File: src/rtl/clut_pkg.sv
package clut_pkg;
  localparam int CW    = 4;
  localparam int RGB_W = 3 * CW;
  localparam int AW    = 16;
  localparam int DW    = 8;
  localparam int SLOT_LSB = 9;
  localparam int GSEL_BIT = 8;

  typedef logic [RGB_W-1:0] rgb_t;

  // Reset colour for a slot: all three components equal the slot number.
  function automatic rgb_t grey_of(input int n);
    logic [CW-1:0] c;
    c = CW'(n);
    return {c, c, c};
  endfunction

  // New slot contents after one host write.
  function automatic rgb_t merge_write(input rgb_t old, input logic [DW-1:0] d,
                                       input logic gsel);
    rgb_t r;
    r = old;
    if (gsel) begin
      r[2*CW-1:CW] = d[CW-1:0];
    end else begin
      r[3*CW-1:2*CW] = d[2*CW-1:CW];
      r[CW-1:0]      = d[CW-1:0];
    end
    return r;
  endfunction
endpackage

File: src/rtl/clut_wdec.sv
module clut_wdec #(
  parameter logic [7:0] PORT_ADDR = 8'hAE,
  parameter int IDX_W = 4
) (
  input  logic             clk,
  input  logic             rst_n,
  input  logic             io_wr,
  input  logic [15:0]      io_addr,
  output logic             wr_en,
  output logic [IDX_W-1:0] wr_idx,
  output logic             wr_grn
);
  import clut_pkg::*;

  logic port_hit;

  assign port_hit = (io_addr[7:0] == PORT_ADDR);
  assign wr_en    = io_wr && port_hit;
  assign wr_idx   = io_addr[SLOT_LSB +: IDX_W];
  assign wr_grn   = io_addr[GSEL_BIT];

  // another port address never produces a write
  a_r5_port_only: assert property (@(posedge clk) disable iff (!rst_n)
    (io_addr[7:0] != PORT_ADDR) |-> !wr_en);

  // no write without the strobe
  a_r5_strobe_only: assert property (@(posedge clk) disable iff (!rst_n)
    !io_wr |-> !wr_en);
endmodule

File: src/rtl/clut_store.sv
module clut_store #(
  parameter int N_ENT = 16,
  parameter int IDX_W = 4
) (
  input  logic             clk,
  input  logic             rst_n,
  input  logic             wr_en,
  input  logic [IDX_W-1:0] wr_idx,
  input  logic             wr_grn,
  input  logic [7:0]       wr_data,
  input  logic [IDX_W-1:0] rd_idx,
  output clut_pkg::rgb_t   rd_rgb,
  output clut_pkg::rgb_t   tgt_old
);
  import clut_pkg::*;

  rgb_t ent [N_ENT];

  for (genvar g = 0; g < N_ENT; g++) begin : g_slot
    rgb_t q;
    logic hit;
    assign hit = wr_en && (wr_idx == IDX_W'(g));
    always_ff @(posedge clk) begin
      if (!rst_n)   q <= grey_of(g);
      else if (hit) q <= merge_write(q, wr_data, wr_grn);
    end
    assign ent[g] = q;
  end

  assign rd_rgb  = ent[rd_idx];
  assign tgt_old = ent[wr_idx];

  // red and blue come from the data byte
  a_r2_rb_load: assert property (@(posedge clk) disable iff (!rst_n)
    (wr_en && !wr_grn) |=>
      (ent[$past(wr_idx)][3*CW-1:2*CW] == $past(wr_data[2*CW-1:CW])) &&
      (ent[$past(wr_idx)][CW-1:0] == $past(wr_data[CW-1:0])));

  // green survives a red/blue write
  a_r2_grn_kept: assert property (@(posedge clk) disable iff (!rst_n)
    (wr_en && !wr_grn) |=>
      ent[$past(wr_idx)][2*CW-1:CW] == $past(tgt_old[2*CW-1:CW]));

  // a green write keeps red and blue
  a_r3_rb_kept: assert property (@(posedge clk) disable iff (!rst_n)
    (wr_en && wr_grn) |=>
      (ent[$past(wr_idx)][3*CW-1:2*CW] == $past(tgt_old[3*CW-1:2*CW])) &&
      (ent[$past(wr_idx)][CW-1:0] == $past(tgt_old[CW-1:0])));

  // green comes from the low data nibble
  a_r3_grn_load: assert property (@(posedge clk) disable iff (!rst_n)
    (wr_en && wr_grn) |=>
      ent[$past(wr_idx)][2*CW-1:CW] == $past(wr_data[CW-1:0]));
endmodule

File: src/rtl/clut_vout.sv
module clut_vout (
  input  logic           clk,
  input  logic           rst_n,
  input  clut_pkg::rgb_t pal_rgb,
  input  clut_pkg::rgb_t main_rgb,
  input  logic           sel_n,
  output clut_pkg::rgb_t rgb_out
);
  import clut_pkg::*;

  rgb_t out_q;
  logic live_q;

  always_ff @(posedge clk) begin
    if (!rst_n) begin
      out_q  <= '0;
      live_q <= 1'b0;
    end else begin
      out_q  <= sel_n ? main_rgb : pal_rgb;
      live_q <= 1'b1;
    end
  end

  assign rgb_out = out_q;

  // palette colour appears one clock after lookup
  a_r6_one_clock: assert property (@(posedge clk) disable iff (!rst_n)
    (live_q && !$past(sel_n)) |-> rgb_out == $past(pal_rgb));

  // pass-through path has the same latency
  a_r7_pass: assert property (@(posedge clk) disable iff (!rst_n)
    (live_q && $past(sel_n)) |-> rgb_out == $past(main_rgb));
endmodule

File: src/rtl/clut_palette.sv
module clut_palette #(
  parameter int         N_ENT     = 16,
  parameter logic [7:0] PORT_ADDR = 8'hAE
) (
  input  logic        clk,
  input  logic        rst_n,
  input  logic        io_wr,
  input  logic [15:0] io_addr,
  input  logic [7:0]  io_data,
  input  logic [3:0]  pix_idx,
  input  logic [11:0] main_rgb,
  input  logic        pal_sel_n,
  output logic [11:0] rgb_out
);
  import clut_pkg::*;

  localparam int IDX_W = $clog2(N_ENT);

  logic             wr_en;
  logic [IDX_W-1:0] wr_idx;
  logic             wr_grn;
  rgb_t             rd_rgb;
  rgb_t             tgt_old;
  rgb_t             vo_rgb;
  logic             same_slot;

  clut_wdec #(.PORT_ADDR(PORT_ADDR), .IDX_W(IDX_W)) u_wdec (
    .clk(clk), .rst_n(rst_n), .io_wr(io_wr), .io_addr(io_addr),
    .wr_en(wr_en), .wr_idx(wr_idx), .wr_grn(wr_grn)
  );

  clut_store #(.N_ENT(N_ENT), .IDX_W(IDX_W)) u_store (
    .clk(clk), .rst_n(rst_n), .wr_en(wr_en), .wr_idx(wr_idx),
    .wr_grn(wr_grn), .wr_data(io_data), .rd_idx(pix_idx[IDX_W-1:0]),
    .rd_rgb(rd_rgb), .tgt_old(tgt_old)
  );

  clut_vout u_vout (
    .clk(clk), .rst_n(rst_n), .pal_rgb(rd_rgb), .main_rgb(main_rgb),
    .sel_n(pal_sel_n), .rgb_out(vo_rgb)
  );

  assign rgb_out = vo_rgb;

  // Lookup and write collide on one slot in this cycle
  assign same_slot = wr_en && (wr_idx == pix_idx[IDX_W-1:0]);

  // a colliding lookup returns the pre-write colour
  a_r8_old_on_hit: assert property (@(posedge clk) disable iff (!rst_n)
    (same_slot && !pal_sel_n) |=> rgb_out == $past(tgt_old));
endmodule

File: config.mk
export PLATFORM = sky130hd
export DESIGN_NAME = clut_palette
export DESIGN_NICKNAME = d
export VERILOG_FILES = /design/src/rtl/clut_pkg.sv /design/src/rtl/clut_wdec.sv /design/src/rtl/clut_store.sv /design/src/rtl/clut_vout.sv /design/src/rtl/clut_palette.sv
export SDC_FILE = /design/constraint.sdc
export NUM_CORES = 1
export LEC_CHECK = 0
export BUFFER_PORTS_ARGS = -buffer_cell sky130_fd_sc_hd__buf_2
export CAP_MARGIN = 5
export CORE_ASPECT_RATIO = 0.7
export CORE_MARGIN = 2
export CORE_UTILIZATION = 50
export DETAILED_ROUTE_END_ITERATION = 16
export PLACE_DENSITY_LB_ADDON = 0.3
export RECOVER_POWER = 25
export SYNTH_ARGS = -nofsm -noshare
export SYNTH_HDL_FRONTEND = slang
export SYNTH_SLANG_ARGS = --single-unit
File: constraint.sdc
create_clock -name clk -period 2.05 [get_ports clk]
set_input_delay 0.41 -clock clk [delete_from_list [all_inputs] [get_ports clk]]
set_output_delay 0.41 -clock clk [all_outputs]
set_load 0.005 [all_outputs]
==> impl_metrics.yaml, run 1 <==
outcome:
  status: "finished, final reports clean"
die:
  initial_core_util_pct: 51.41
  die_x_um: 167.1
  pin_count: 56
  row_count: 41
  dieArea_mm2: 0.01974
  die_y_um: 118.2
  fp.coreArea_mm2: 0.01811
critical_path:
  arrival_ps: 2010
  required_ps: 2400
  worstPathMaxFanout: 8
  worst_setup_path_end_kind: "flop"
  crit_start: "io_addr[6]"
  r2r_start: "u_store.g_slot[15].q[2]"
  start_kind: "input port"
  criticalPathCategory: "input port to flop"
place:
  dpl.hpwl_mm: 14.89
  portBuffers: 52
  gp_congestion: 0.7739
  place_area_mm2: 0.009972
cells_and_area:
  final_cell_mix: "mux2i_1 (280), dfxtp_1 (204), nand2_1 (136)"
  final_common_cell: "mux2i_1"
  area_delta_synth_final_pct: 13.83
  design_area_mm2: 0.01060
  final_nets: 1029
  nFillCells: 1574
  layout-drive-gt1-share_pct: 13.51
flow_run:
  cap_viol_max_count: 0
timing:
  setup_viol: 0
  slew-limit-headroom_pct: 32.15
  max_freq_mhz: 604.2
  slew_violations: 0
  hold_viol_final: 0
  fin_worst_skew_ps: 13.54
  hold_slack_ps: 105.1
  finalSetupTns_ps: 0
  fin_crit_sh_pct: 80.73
  worst_pin_slew_ps: 1017
  rsz0062_at_grt: "no"
  finalCriticalPeriod_ps: 1655
drt:
  first_pass_iters: 4
  vias: 6861
  wl_per_cell_um: 18.71
  drc: 0
  first_iter_violations: 496
  postRouteAntennaNets: 0
  viasPerCell: 5.551
  totalWireLength_mm: 23.12
synthesis:
  synth_area_mm2: 0.009310
  synth_nets: 989
  avgSynthCellArea_um2: 9.852
  seq_area_frac_synth_pct: 43.87
  synth-seq-cells: 204
  syn_inst: 945
  ys_types: 23
  yosys_warnings: 0
power_and_ir_drop:
  vdd_drop_max_mv: 0.5523
  leakage_nw: 5.259
  p_per_area_mw_per_mm2: 780.9
  power_mw: 8.276
clock_network:
  cts_buffer_depth: 3
  cts_buffers: 21
  h-tree-depth: 1
  clock_latency_ps: 500
  root_buffer: "clkbuf_16"
  cts_hold_buf: 0
  cts.sinks: 204
  cts_tree: "built"
  clkTransAtPathRegs_ps: 60
  cts_resized: 0
  cts_setup_buffers: 0
global_routing:
  grt_first_pass_wirelength_mm: 37.24
  antenna_found_initial: 0
  gr-total-overflow: 0
  grt_use_total_pct: 23.38
  grt_pass1_vias: 6876
  grt_max_degree: 63
min_path:
  hp-class: "input port to flop"
  worstHoldStart: "main_rgb[5]"
-- kinds of logic after synthesis --
family,after synthesis,share of synthesized area [%]
DFF,204,43.87
buffers and inverters,73,3.145
muxes,280,30.10
AOI/OAI and AO/OA,64,4.408
and+or+nand+nor,324,18.48
-- cell usage after synthesis --
cell / count / share of area (%)
a21oi_1: 28 / 1.5
nand2_1: 136 / 5.5
nor3b_4: 1 / 0.20
mux2i_1: 280 / 30
nor2_2: 2 / 0.13
inv_1: 1 / 0.040
nor4_2: 2 / 0.27
nor3b_1: 1 / 0.081
buf_1: 5 / 0.20
dfxtp_1: 204 / 44
nor2b_1: 100 / 6.7
and2_1: 4 / 0.27
nor3_2: 3 / 0.32
clkbuf_1: 52 / 2.1
nor2_1: 1 / 0.040
nand3b_1: 2 / 0.16
nand3_1: 48 / 2.6
nand2b_1: 10 / 0.67
buf_2: 15 / 0.81
a22oi_1: 36 / 2.9
nand4b_2: 1 / 0.16
nand3_2: 12 / 1.3
nand4b_1: 1 / 0.094
-- worst max-delay path: stages --
cell	delay, ps
buf_2	90
nand4b_1	250
nor4_1	320
clkbuf_1	290
nand2_1	90
clkbuf_1	340
mux2i_1	200
-- area by class of cell --
cell class	count	area (um^2)	area share (%)
Multi-Input combinational cell	668	4923	46.46
Sequential cell	204	4084	38.54
Clock buffer	32	636.9	6.009
Timing Repair Buffer	89	620.6	5.856
Tap cell	236	295.3	2.786
Clock inverter	5	31.28	0.2952
Inverter	1	3.754	0.03542
Antenna cell	1	2.502	0.02361
-- path summary, 6_finish.rpt --
path                                                  to  slack [ps]  depth (start not counted)
worst min-delay path                   u_vout.rgb_out[5]         110                          3
worst max-delay path            u_store.g_slot[12].q[10]         400                          7
worst max register to register         u_vout.rgb_out[2]        1040                          4
worst min register to register  u_store.g_slot[10].q[10]         460                          2
-- through the flow --
| stage | setup slack [ps] | instances | util (%) |
|---|---|---|---|
| detailed placement | 38.16 | 1198 | 55.07 |
| CTS | 551.0 | 1235 | 58.76 |
| global route | 228.3 | 1235 | 58.51 |
| floorplan | 376.9 | 945 | - |
| global placement | 54.14 | 1198 | 55.07 |
| finish | 395.0 | 1236 | 58.52 |
-- registers in the layout (all words and copies together) (netlist names) --
| register | count |
|---|---|
| u_vout.rgb_out | 12 |
| u_store.g_slot.q | 192 |
-- metal layers --
metal | routed length (um) | track usage, %
met1 | 11320 | 34.05
met2 | 10290 | 36.57
met3 | 978 | 3.115
met4 | 541 | 5.927
met5 | 0 | 0
-- power by group --
group / total [mW] / internal [mW] / switching (mW)
combinational: 0.564 / 0.215 / 0.349
clock: 3.72 / 2.14 / 1.58
sequential: 3.99 / 3.98 / 0.00468
(Power assumes the default switching activity.)
==> run 2: changes to the inputs <==
--- a/config.mk
+++ b/config.mk
@@ -5,6 +5,7 @@
 export SDC_FILE = /design/constraint.sdc
 export NUM_CORES = 1
 export LEC_CHECK = 0
+export ABC_AREA = 1
 export BUFFER_PORTS_ARGS = -buffer_cell sky130_fd_sc_hd__buf_2
 export CAP_MARGIN = 5
 export CORE_ASPECT_RATIO = 0.7
==> constraint.sdc (replaced) <==
create_clock -name clk -period 1.6 [get_ports clk]
set_input_delay 0.32 -clock clk [delete_from_list [all_inputs] [get_ports clk]]
set_output_delay 0.32 -clock clk [all_outputs]
set_load 0.005 [all_outputs]
==> impl_metrics.yaml, run 2 <==
outcome:
  status: "finished, final reports clean"
die:
  die_x_um: 169.3
  die_y_um: 119.7
  row_count: 42
  dieArea_mm2: 0.02026
  fp.coreArea_mm2: 0.01881
  initial_core_util_pct: 50.80
  pin_count: 56
synthesis:
  yosys.area_share.simple_pct: 45.52
  yosys-top-cells-count: "nand2_1 (494), nand3_1 (446), dfxtp_1 (204), a21oi_1 (96), clkbuf_1 (81)"
  synth.top_cell.area_share_pct: 42.73
  synthAdderAreaFrac_pct: 0
  synthArstFlopShare_pct: 0
  syn_inst: 1441
  synth_nets: 1485
  yosys_warnings: 0
  synth_area_mm2: 0.009558
  synth_compound_area_share_pct: 5.027
  avgSynthCellArea_um2: 6.633
  yosysMostFrequentCell: "nand2_1"
  synth-seq-cells: 204
  yosys.area.top_type: "dfxtp_1"
  ys_top_cells_by_area: "dfxtp_1 (43%), nand3_1 (23%), nand2_1 (19%)"
  synth_edf_count: 0
  synth_top_family_by_area: "simple AND/OR/NAND/NOR gates"
  seq_area_frac_synth_pct: 42.73
  synthMuxAreaShare_pct: 0
  synth_xor_area_share_pct: 0
  ys_types: 15
  ys.flop_type: "dfxtp_1"
global_routing:
  grt_max_degree: 97
  grt_pass1_vias: 9169
  grt_first_pass_wirelength_mm: 46.82
  antenna_found_initial: 0
  grt_use_total_pct: 28.49
  gr-total-overflow: 0
cells_and_area:
  area_delta_synth_final_pct: 15.43
  final_nets: 1519
  layout-drive-gt1-share_pct: 10.98
  final_cell_mix: "nand2_1 (494), nand3_1 (446), dfxtp_1 (204)"
  regArea_mm2: 0.004084
  largest_reg_flops: 192
  multi_input_area_mm2: 0.004808
  final_common_cell: "nand2_1"
  diodes: 0
  nFillCells: 1837
  top_register: "u_store.g_slot.q"
  fin_util_pct: 58.65
clock_network:
  cts_tree: "built"
  cts_setup_buffers: 0
  cts_buffers: 20
  clkTransAtPathRegs_ps: 60
  h-tree-depth: 1
  root_buffer: "clkbuf_16"
  cts_resized: 0
  clock_latency_ps: 500
  cts_hold_buf: 0
  cts_buffer_depth: 3
  cts.sinks: 204
critical_path:
  criticalPathCategory: "input port to flop"
  required_ps: 1950
  worst_setup_path_end_kind: "flop"
  start_kind: "input port"
  worstPathMaxFanout: 17
  arrival_ps: 1700
drt:
  wl_per_cell_um: 16.69
  postRouteAntennaNets: 0
  totalWireLength_mm: 28.82
  first_pass_iters: 5
  viasPerCell: 5.789
  vias: 9998
  first_iter_violations: 1173
  drc: 0
timing:
  rsz0062_at_grt: "no"
  finalCriticalPeriod_ps: 1345
  hold_viol_final: 0
  worst_slack_ps: 254.7
  setup_viol: 0
  slew-limit-headroom_pct: 64.36
  slew_violations: 0
  worst_pin_slew_ps: 534.7
  max_freq_mhz: 743.3
  fin_worst_skew_ps: 8.468
  fin_crit_sh_pct: 84.08
  hold_slack_ps: 132.4
place:
  pre_cts_slack_ps: -88.42
  portBuffers: 52
  gp_congestion: 0.8459
  dpl.hpwl_mm: 18.47
power_and_ir_drop:
  vdd_drop_max_mv: 0.7102
  p_per_area_mw_per_mm2: 965.6
  leakage_nw: 4.816
min_path:
  hp-class: "input port to flop"
flow_run:
  cap_viol_max_count: 0
## run 2: cell count changes after synthesis, sizes merged, moves of 46 or more
cell   before  now
nand3      60  447
nand2     136  494
mux2i     280    0
nor2b     100    0
a21oi      28   96
nor2        3   49
## run 2: final timing paths
kind                            start                 endpoint  slack (ps)  cells past startpoint
max                        io_addr[4]  u_store.g_slot[8].q[11]         250                     10
min                       main_rgb[2]        u_vout.rgb_out[2]         130                      5
max reg2reg  u_store.g_slot[11].q[11]       u_vout.rgb_out[11]         490                      8
min reg2reg    u_store.g_slot[3].q[8]   u_store.g_slot[3].q[8]         460                      2
## run 2: kinds of logic after synthesis
logic type,after synthesis
AOI/OAI and AO/OA,96
buffers and inverters,150
DFF,204
and+or+nand+nor,991
## run 2: cell type report
class / count / area share, %
repair buffers: 135 / 10.23
clock inverters: 2 / 0.3175
well taps: 242 / 2.744
flip-flops and latches: 204 / 37.02
multi-input cells: 1087 / 43.58
clock buffers: 30 / 5.160
inverters: 27 / 0.9526
## run 2: routing by layer
| layer | part of all wire (%) | wire length (um) | track usage, % |
|---|---|---|---|
| met1 | 44 | 12750 | 40.88 |
| met3 | 8.9 | 2564 | 5.376 |
| met4 | 2.8 | 811 | 8.387 |
| met5 | 0 | 0 | 0 |
| met2 | 44 | 12690 | 43.70 |
## run 2: worst max-delay path, stage by stage
cell and delay (ps):
buf_2 100, inv_1 40, nand2_1 40, nor2_1 110, nand3_2 100, buf_12 170, nor2_1 320, nand2_1 300
nand2_1 140, nand3_1 70
## run 2: metrics by stage
stage / TNS (ps) / total power, mW / std cells / area [um^2]
detailed placement: -3565 / 6.215 / 1695 / 10480
finish: 0 / 10.65 / 1727 / 11030
global route: 0 / 11.00 / 1727 / 11030
CTS: 0 / 10.71 / 1727 / 11090
floorplan: 0 / 5.802 / 1441 / 9558
global placement: -3032 / 6.212 / 1695 / 10480
## run 2: power by group
| part | switching [mW] | total [mW] | leakage, nW | internal [mW] |
|---|---|---|---|---|
| Sequential | 0.00519 | 5.11 | 1.65 | 5.10 |
| Combinational | 0.701 | 1.01 | 2.87 | 0.308 |
| Clock | 1.93 | 4.54 | 0.293 | 2.60 |
==> run 3: changes to the inputs <==
==> constraint.sdc (replaced) <==
create_clock -name clk -period 1.2 [get_ports clk]
set_input_delay 0.24 -clock clk [delete_from_list [all_inputs] [get_ports clk]]
set_output_delay 0.24 -clock clk [all_outputs]
set_load 0.005 [all_outputs]
==> impl_metrics.yaml, run 3 (synthesis results as in run 2) <==
outcome:
  status: "finished, final reports clean"
drt:
  first_iter_violations: 1268
  wl_met1_mm: 13.36
  top_layer_used: "met4"
  totalWireLength_mm: 30.99
  first_pass_iters: 8
  drc: 0
  wl_met2_mm: 13.07
  wl_per_cell_um: 17.50
  postRouteAntennaNets: 0
  viasPerCell: 5.828
  vias: 10320
  wl_met3_mm: 3.396
timing:
  worst_slack_ps: 36.94
  fin_crit_sh_pct: 96.92
  slew-limit-headroom_pct: 67.85
  finalCriticalPeriod_ps: 1163
  fin_worst_skew_ps: 9.197
  max_freq_mhz: 859.8
  slew_violations: 0
  rsz0062_at_grt: "yes"
  setup_viol: 0
  hold_viol_final: 0
  worst_pin_slew_ps: 482.2
clock_network:
  clock_latency_ps: 500
  cts.sinks: 204
  clkTransAtPathRegs_ps: 60
  cts_buffers: 20
  root_buffer: "clkbuf_16"
  h-tree-depth: 1
  cts_buffer_depth: 3
  cts_tree: "built"
place:
  dpl.hpwl_mm: 20.23
  pre_cts_slack_ps: -518.6
  portBuffers: 52
  gp_congestion: 0.9075
critical_path:
  criticalPathCategory: "input port to flop"
  crit_path_top_delay_cell: "buf_4"
  worstPathMaxFanout: 13
  r2r_start: "u_store.g_slot[11].q[10]"
  cp.buffers_inverters: 3
  start_kind: "input port"
  worstRegToRegCells: 8
  worst_setup_path_end_kind: "flop"
  slowest_delay_ps: 240
  arrival_ps: 1530
  path_cells: "buf_2 > inv_12 > nand2_4 > nor2_4 > nand3_4 > buf_4 > nor2_2 > nand3_4 > nand2_1 > nand3_1"
  r2r-end: "u_vout.rgb_out[10]"
  worst-r2r-setup-slack_ps: 50
  critPathMostFrequentCell: "nand3_4"
  required_ps: 1560
  cp_top_family: "simple AND/OR/NAND/NOR gates"
global_routing:
  grt_pass1_vias: 9413
  gr-total-overflow: 0
  antenna_found_initial: 0
  grt_first_pass_wirelength_mm: 49.51
  grt_use_total_pct: 30.57
  grt_max_degree: 97
min_path:
  worstHoldStart: "main_rgb[7]"
  hp-class: "input port to flop"
  hold_depth: 5
  min_to: "u_vout.rgb_out[7]"
cells_and_area:
  regArea_mm2: 0.004084
  final_cell_mix: "nand2_1 (474), nand3_1 (428), dfxtp_1 (204)"
  final_nets: 1563
  diodes: 0
  layout-drive-gt1-share_pct: 17.40
  area_delta_synth_final_pct: 22.33
  fin_util_pct: 62.15
  nFillCells: 1696
  top_register: "u_store.g_slot.q"
  final_common_cell: "nand2_1"
  multi_input_area_mm2: 0.005014
  largest_reg_flops: 192
power_and_ir_drop:
  p_per_area_mw_per_mm2: 1241
  vdd_drop_max_mv: 1.093
  leakage_nw: 5.143
die:
  initial_core_util_pct: 50.80
  row_count: 42
  die_x_um: 169.3
  dieArea_mm2: 0.02026
  fp.coreArea_mm2: 0.01881
  die_y_um: 119.7
  pin_count: 56
flow_run:
  cap_viol_max_count: 0
-- run 3: cell count changes in the layout (fill, tap and decap cells not counted), moves of 6 or more --
cell / delta
clkbuf_1: -12
buf_4: +42
nor2_1: -8
nand2_2: +18
buf_12: +6
nand3_1: -18
nand3_2: +16
nand2_1: -20
-- run 3: metrics by stage --
stage          area [um^2]  cells  TNS [ps]  hold slack (ps)  total power [mW]
6_report             11690   1771         0            46.68             14.51
5_1_grt              11690   1771    -633.2            74.84             14.92
4_1_cts              11600   1771         0            42.42             14.50
3_5_place_dp         10960   1736    -84830            442.2             8.502
3_3_place_gp         10960   1736    -81840            437.9             8.492
2_1_floorplan         9791   1441     -1125            404.4             7.787
-- run 3: final cells by class --
cell class / count / share of cell area, %
Tap cell: 242 / 2.590
Clock inverter: 5 / 0.2140
Multi-Input combinational cell: 1087 / 42.88
Timing Repair Buffer: 179 / 13.35
Clock buffer: 27 / 5.029
Sequential cell: 204 / 34.93
Inverter: 27 / 1.006
-- run 3: worst max-delay path by stage --
stage	from	end	depth (start not counted)
floorplan	io_addr[4]	u_store.g_slot[12].q[8]	9
global placement	io_addr[4]	u_store.g_slot[13].q[2]	10
detailed placement	io_addr[4]	u_store.g_slot[15].q[1]	10
CTS	u_store.g_slot[8].q[11]	u_vout.rgb_out[11]	8
global route	u_store.g_slot[13].q[3]	u_vout.rgb_out[3]	8
finish	io_addr[4]	u_store.g_slot[15].q[2]	10
-- run 3: tightest hold or removal path: stages --
cell     delay [ps]
buf_2            80
nor2_1           40
nor2_1           80
nand2_1          50
inv_1            40
-- run 3: repair_timing --
item,4_1_cts,5_1_grt
resized for setup,0,25
setup buffers,3,0
pin swaps,0,5
setup endpoints to repair,1,59
hold buffers,0,0
-- run 3: routing by layer --
layer	global-route usage [%]	vias up
met5	0	-
met3	6.497	89
met2	45.38	561
met1	43.37	4758
met4	12.07	0
li1	-	4913
-- run 3: report_power, final --
group | switching [mW] | internal (mW)
Sequential | 0.00676 | 6.80
Clock | 2.67 | 3.41
Combinational | 1.07 | 0.551
Total | 3.75 | 10.8
